[src/rtl/wake_pattern_detect.sv]
module wake_pattern_detect #(
  parameter int FILT1_CYC  = 40,
  parameter int FILT2_CYC  = 6,
  parameter int WINDOW_CYC = 800,
  parameter int TOGGLE_CYC = 12
) (
  input  logic clk,
  input  logic rst_n,
  input  logic standby,
  input  logic bus_dom,
  output logic rxd,
  output logic wake_detected
);
  localparam int CW = $clog2(WINDOW_CYC + 2);
  localparam int TW = $clog2(TOGGLE_CYC + 1);
  localparam logic [CW-1:0] F1 = CW'(FILT1_CYC);
  localparam logic [CW-1:0] F2 = CW'(FILT2_CYC);
  localparam logic [CW-1:0] WL = CW'(WINDOW_CYC);
  localparam logic [TW-1:0] TG_LAST = TW'(TOGGLE_CYC - 1);

  typedef enum logic [2:0] {S_IDLE, S_PH1, S_PH2, S_PH3, S_HOLD, S_AWAKE} st_t;

  st_t st_q, st_n;
  logic [CW-1:0] run_q, run_n, win_q, win_n;
  logic [TW-1:0] tg_q;

  wire [CW-1:0] run_inc = run_q + 1'b1;
  wire [CW-1:0] win_inc = win_q + 1'b1;
  wire          win_end = win_inc >= WL;

  assign wake_detected = (st_q == S_AWAKE);

  always_comb begin
    st_n  = st_q;
    run_n = run_inc;
    win_n = win_inc;
    case (st_q)
      S_IDLE: begin
        run_n = '0;
        win_n = '0;
        if (bus_dom) begin
          st_n  = S_PH1;
          run_n = CW'(1);
          win_n = CW'(1);
        end
      end
      S_PH1: begin
        if (!bus_dom && run_q <= F1) st_n = S_IDLE;
        else if (win_end)            st_n = S_HOLD;
        else if (!bus_dom) begin
          st_n  = S_PH2;
          run_n = CW'(1);
        end
      end
      S_PH2: begin
        if (bus_dom && run_q <= F2) begin
          st_n  = S_PH1;
          run_n = CW'(1);
          win_n = CW'(1);
        end else if (win_end) st_n = S_HOLD;
        else if (bus_dom) begin
          st_n  = S_PH3;
          run_n = CW'(1);
        end
      end
      S_PH3: begin
        if (!bus_dom)          st_n = S_IDLE;
        else if (run_inc > F2) st_n = S_AWAKE;
        else if (win_end)      st_n = S_HOLD;
      end
      S_HOLD: begin
        run_n = '0;
        win_n = '0;
        if (!bus_dom) st_n = S_IDLE;
      end
      default: begin
        run_n = '0;
        win_n = '0;
      end
    endcase
    if (!standby) begin
      st_n  = S_IDLE;
      run_n = '0;
      win_n = '0;
    end
  end

  always_ff @(posedge clk or negedge rst_n) begin
    if (!rst_n) begin
      st_q  <= S_IDLE;
      run_q <= '0;
      win_q <= '0;
    end else begin
      st_q  <= st_n;
      run_q <= run_n;
      win_q <= win_n;
    end
  end

  always_ff @(posedge clk or negedge rst_n) begin
    if (!rst_n) begin
      rxd  <= 1'b1;
      tg_q <= '0;
    end else if (!standby || st_q != S_AWAKE) begin
      rxd  <= 1'b1;
      tg_q <= '0;
    end else if ((!bus_dom) != rxd) begin
      if (tg_q == TG_LAST) begin
        rxd  <= !bus_dom;
        tg_q <= '0;
      end else begin
        tg_q <= tg_q + 1'b1;
      end
    end else begin
      tg_q <= '0;
    end
  end
endmodule

[config.mk]
export PLATFORM = sky130hd
export DESIGN_NAME = wake_pattern_detect
export DESIGN_NICKNAME = d
export VERILOG_FILES = /design/src/rtl/wake_pattern_detect.sv
export SDC_FILE = /design/constraint.sdc
export NUM_CORES = 1
export LEC_CHECK = 0
export CORE_ASPECT_RATIO = 1.75
export CORE_UTILIZATION = 40
export CTS_BUF_LIST = sky130_fd_sc_hd__clkbuf_8
export DETAILED_ROUTE_END_ITERATION = 12
export PLACE_DENSITY_LB_ADDON = 0.2
export SYNTH_ARGS = -nofsm -noshare
export SYNTH_HDL_FRONTEND = slang
export SYNTH_SLANG_ARGS = --single-unit
[constraint.sdc]
create_clock -name clk -period 2.23 [get_ports clk]
set_input_delay 0.446 -clock clk [delete_from_list [all_inputs] [get_ports clk]]
set_output_delay 0.446 -clock clk [all_outputs]
set_load 0.02 [all_outputs]
# Word level (Yosys, flattened, before mapping)
# Index checks and enable logic that the tools add are counted.
[word_totals]
regBits = 28
in_bits = 4
out_inout_bits = 2
wordCells = 68
[classes]
n_addsub = 3
n_lt_le_gt_ge = 4
n_eq_ne = 14
mux = 31
n_reduce_logical = 11
[ops]
columns = ["operator", "count"]
rows = [
  ["$mux 10", 9],
  ["$pmux 10 s4", 1],
  ["$mux 3", 12],
  ["$pmux 10 s3", 1],
  ["$add 10x1->10 const B", 2],
  ["$ne 5x5->1 const B", 3],
  ["$pmux 3 s5", 1],
  ["$mux 4", 3],
  ["$ge 10x10->1 const B", 1],
  ["$gt 10x3->1 const B", 1],
  ["$le 10x3->1 const B", 1],
  ["$le 10x6->1 const B", 1],
  ["$ne 3x3->1 const B", 3],
  ["$eq 3x2->1 const B", 2],
  ["$eq 3x3->1 const B", 2],
  ["$ne 6x1->1 const B", 1],
  ["$reduce_and 6->1", 1],
  ["$add 4x1->4 const B", 1],
  ["$eq 4x4->1 const B", 1],
  ["$mux 1", 4],
  ["$reduce_bool 2->1", 2],
  ["$eq 3x1->1 const B", 1],
  ["$logic_not 3->1", 1],
  ["$logic_and 1x1->1", 2],
  ["5 further kinds", 6],
]

# Depth between registers and ports, before layout
[logic_depth]
ltp_word = 7
mapped_depth = 9
ltp_nobuf = 8

# Worst setup path after synthesis
# Ideal clock, no wire load.
[synth_path]
path_kind = "register to register"
from = "register win_q[0]"
to = "register st_q[0]"
arrival_ps = 2164
path_slack_ps = -56
path_stages_with_launch = 10
n_path_buf = 2
synth_period_minus_slack_ps = 2286
cell_sequence = "dfrtp_1 ha_1 buf_6 and4bb_1 nand4_1 and3_4 buf_6 o31a_1 a311o_1 a32o_1"
[synth_between]
elab_chain_len = 6
[synth_rtl]
columns = ["item", "line_no", "text"]
rows = [
  ["start: declaration", "24", "logic [CW-1:0] run_q, run_n, win_q, win_n;"],
  ["start signal: assignment", "96", "win_q <= win_n;"],
  ["$add 10x1->10 *", "28", "wire [CW-1:0] win_inc = win_q + 1'b1;"],
  ["$ge 10x10->1 *", "29", "wire win_end = win_inc >= WL;"],
  ["$mux 3, on equally long branches", "60, 49", ""],
  ["$mux 3, on equally long branches", "56, 48", ""],
  ["$pmux 3 s5", "37", "case (st_q)"],
  ["$mux 3", "81", "if (!standby) begin"],
  ["end signal: assignment", "94", "st_q <= st_n;"],
  ["end: declaration", "23", "st_t st_q, st_n;"],
]
# Every way passes the cells marked *; elsewhere a longest branch is shown, timed or not.
# A chain may end at the register's enable or synchronous reset.

# Worst setup path after layout
# Same ends and word-level chain as after synthesis.

==> summary by stage <==
Routing
After detailed routing, the number of remaining DRC violations is 0. The length of the first detailed-routing pass in iterations is 4. The routed via count divided by cell count is 5.67.

The routed design has approximately 4.4 mm of wire. The final antenna-violating net count is 0. The number of design-rule violations left by the first detailed-router iteration is 26. Summing over every cut layer, the via total after detailed routing is roughly 1600. The average wire per standard cell is 15.4 um.

Place
Detailed placement finished with a half-perimeter wire length of approximately 3.3 mm. Timing analysis after detailed placement gives a worst setup slack of 0.0259 ns. The global placement routability congestion is around 0.90. Summing all placed instances gives a cell area of around 2100 um^2.

The number of buffers inserted by port buffering is 5.

Timing
The number of pins with negative max-slew slack in the final report is 0. The smallest clock period supported by the final layout is computed as 2.21 ns. The setup clock skew after layout is 0.00363 ns. Setup violations remaining at the end of the flow were counted as 0. Static timing analysis puts the maximum clock frequency at approximately 450 MHz.

The final worst-path setup slack is 0.0179 ns. Final hold analysis gives a worst-case slack of 0.465 ns. The headroom to the max-slew limit is 0.669.

The accumulated negative setup slack is 0 ns. The final count of hold timing violations is 0. The post-route clock period utilization is 0.992. The slew at the pin closest to its max-slew limit is slightly below 0.5 ns.

Yosys
sky130_fd_sc_hd__dfrtp_1 is the most common cell in the netlist. The sequential-to-total area share from yosys stat is 0.376. The total of warnings raised by yosys is 0. The share of flip-flops with an asynchronous set or reset after synthesis is 1.00.

Counting distinct cell types in the post-synthesis netlist gives 57. Sorting the synthesized cells by how often they occur yields 27 x sky130_fd_sc_hd__dfrtp_1, 26 x sky130_fd_sc_hd__nor2_1, 15 x sky130_fd_sc_hd__nand2_1. The post-synthesis register bit count is 28.

The mean area per synthesized cell is about 9 um^2. The most used flip-flop cell after synthesis is sky130_fd_sc_hd__dfrtp_1. The post-synthesis instance area is roughly 1900 um^2.

The post-synthesis cell type with the largest combined area is sky130_fd_sc_hd__dfrtp_1. After technology mapping, the gate count stands at 208. The number of nets handed over by synthesis was 218. The share of synthesized area in the top cell type comes to 0.362. The number of enable-type register cells in the synthesized netlist is 0. Sorting the synthesized cells by area gives the leading types as sky130_fd_sc_hd__dfrtp_1 36%, sky130_fd_sc_hd__xor2_1 5.6%, sky130_fd_sc_hd__nor2_1 5.2%, sky130_fd_sc_hd__ha_1 4.0%, sky130_fd_sc_hd__xnor2_1 3.8%.

Floorplan
After floorplanning, the core was divided into 32 placement rows. The floorplan step set the die width to ~54 um. The placeable core region is 4440 um^2.

For this design the top-level I/O count stands at 6. The vertical extent of the die is ~92 um. For this configuration, the core starts out at a cell density of 0.420. The floorplan die area is 4950 um^2.

GRT
The global route total overflow is 0. The number of antenna violations at the first check in global routing is 0. In the global route stage, overall resource usage came out at 0.183. The number of global-route vias before repair is approximately 1600. The global-route wire length before repair is 6.74 mm. The maximum number of pins on one net before global-route repair is 29.

Critical path
The cell with the largest stage delay on the worst path is sky130_fd_sc_hd__o311ai_0. The most critical setup path has its startpoint at win_q[0]. The critical path capture point type is a flip-flop. Data on the critical path arrives at its endpoint at roughly 2.4 ns. The worst stage delay on the critical path is 0.49 ns.

The worst register-to-register path ends at st_q[0]. The startpoint of the most critical register-to-register path is win_q[0]. The launching element type of the critical path is a flip-flop. The register-to-register setup slack is 0.02 ns. Counting cells, the worst reg-to-reg path comes to 7.

Walking the worst path, the cells encountered are ha_4 -> or3_1 -> a211oi_2 -> a21o_1 -> nor2_4 -> o311ai_0 -> a32o_1. The worst setup path is of the flip-flop to flip-flop kind. Data on the critical path is required at its endpoint by 2.45 ns. The capturing instance or port of the critical path is st_q[0]. Along the worst path, the maximum fanout reaches 8.

Final layout
The area growth from synthesis to layout is 18.8%. The post-route cell area is 2220 um^2. The antenna cell count is 0.

At the end of the flow the core is filled with cells to 0.499. In the final layout, the share of cells above drive strength 1 is 0.189. After the last flow step, the layout net total stands at 244.

Power
Power spread over the standard cell area amounts to slightly below 500 nW/um^2. In this run the static leakage power is 0.000928 uW. VDD sags by at most 0.419 mV.

Clock tree
In this run the number of H-tree levels came out at 1. Buffers inserted during clock tree synthesis total 3. The clock drives 28 sinks.

The clock reaches the later pin of the worst-skew pair after 0.28 ns. The TritonCTS clock tree is yes. The root cell of the clock tree is sky130_fd_sc_hd__clkbuf_8. Counting along the longest clock path gives a buffer depth of 2.

After clock tree synthesis, the clock-pin slew on the worst setup and hold paths is about 0.10 ns.

Job
The reported max-cap violation count is 0.

Outcome
The flow ran to the end, and the final reports show no timing, DRC or antenna violations.

Worst hold path
The path type of the worst min-delay path is flip-flop to flip-flop.
how the worst min path moves through the flow:
stage	startpoint	cells past startpoint	slack, ns	endpoint
after floorplan	rst_n	0	0.15	run_q[0]
after global placement	tg_q[0]	1	0.46	tg_q[0]
after detailed placement	tg_q[0]	1	0.46	tg_q[0]
after CTS	tg_q[0]	1	0.47	tg_q[0]
after global routing	tg_q[0]	1	0.50	tg_q[0]
final	tg_q[0]	1	0.47	tg_q[0]
sequential cells by signal (all words and copies together), names as in the netlist:
| name | flops |
|---|---|
| run_q | 10 |
| win_q | 10 |
| st_q | 3 |
| tg_q | 4 |
| rxd | 1 |
layout make-up:
cell class | count | area (um^2)
clock buffer | 3 | 41.3
clock inverter | 1 | 30.0
fill | 434 | 2230
inverter | 7 | 26.3
multi-input combinational | 164 | 1110
sequential | 28 | 703
tap | 51 | 63.8
timing repair buffer | 30 | 238
cells in the final DEF (no fill, tap or decap), types with 3 or more instances in the layout:
master,netlist,layout
sky130_fd_sc_hd__nor2_1,26,26
sky130_fd_sc_hd__dfrtp_1,27,26
sky130_fd_sc_hd__buf_4,0,25
sky130_fd_sc_hd__nand2_1,15,15
sky130_fd_sc_hd__xor2_1,12,12
sky130_fd_sc_hd__nand3_1,12,11
sky130_fd_sc_hd__nor3_1,11,11
sky130_fd_sc_hd__xnor2_1,8,8
sky130_fd_sc_hd__inv_1,7,7
sky130_fd_sc_hd__nand4_1,7,7
sky130_fd_sc_hd__ha_1,6,5
sky130_fd_sc_hd__clkdlybuf4s50_1,0,5
sky130_fd_sc_hd__nor2b_1,5,4
sky130_fd_sc_hd__a21oi_1,4,4
sky130_fd_sc_hd__and2_1,4,4
sky130_fd_sc_hd__or3_1,4,4
sky130_fd_sc_hd__o21ai_0,3,3
sky130_fd_sc_hd__clkbuf_8,0,3
routing by layer:
layer	wire length, um	GRT usage	share of wire	vias to the layer above
met5	0	0	0	-
met4	133	0.0746	0.030	0
met3	125	0.0164	0.029	10
met2	2390	0.357	0.55	35
met1	1720	0.181	0.39	768
li1	-	-	-	797
stage by stage:
stage,total power [uW],instances
2_1_floorplan,610,208
3_3_place_gp,678,279
3_5_place_dp,679,279
4_1_cts,1100,283
5_1_grt,1130,284
6_report,1080,284
repair_timing:
item	in CTS	in global routing
hold buffers	0	0
resized for setup	0	6
buffers inserted	0	1
hold endpoints to repair	0	0
endpoints found under the setup margin	0	10
power breakdown:
part | internal [uW] | leakage [uW] | switching, uW
Clock | 240 | 0.0000357 | 163
Combinational | 62.5 | 0.000510 | 87.6
Sequential | 516 | 0.000383 | 7.97
cells by family (layout without fill, tap and decap cells):
| family | Yosys count | after routing | synth area share |
|---|---|---|---|
| AOI/OAI and AO/OA | 40 | 40 | 0.176 |
| xor gates and xnor gates | 20 | 20 | 0.0939 |
| adders and majority gates | 6 | 6 | 0.0402 |
| buffers and inverters | 16 | 41 | 0.0429 |
| DFF | 28 | 28 | 0.376 |
| and+or+nand+nor | 98 | 98 | 0.271 |
critical path, delay by kind of cell (launching register included):
family / cells / cell delay (ns)
adders and majority gates: 1 / 0.19
and+or+nand+nor: 2 / 0.40
DFF: 1 / 0.45
AOI/OAI and AO/OA: 4 / 1.10
No activity file was read; power rests on OpenSTA's default activity.
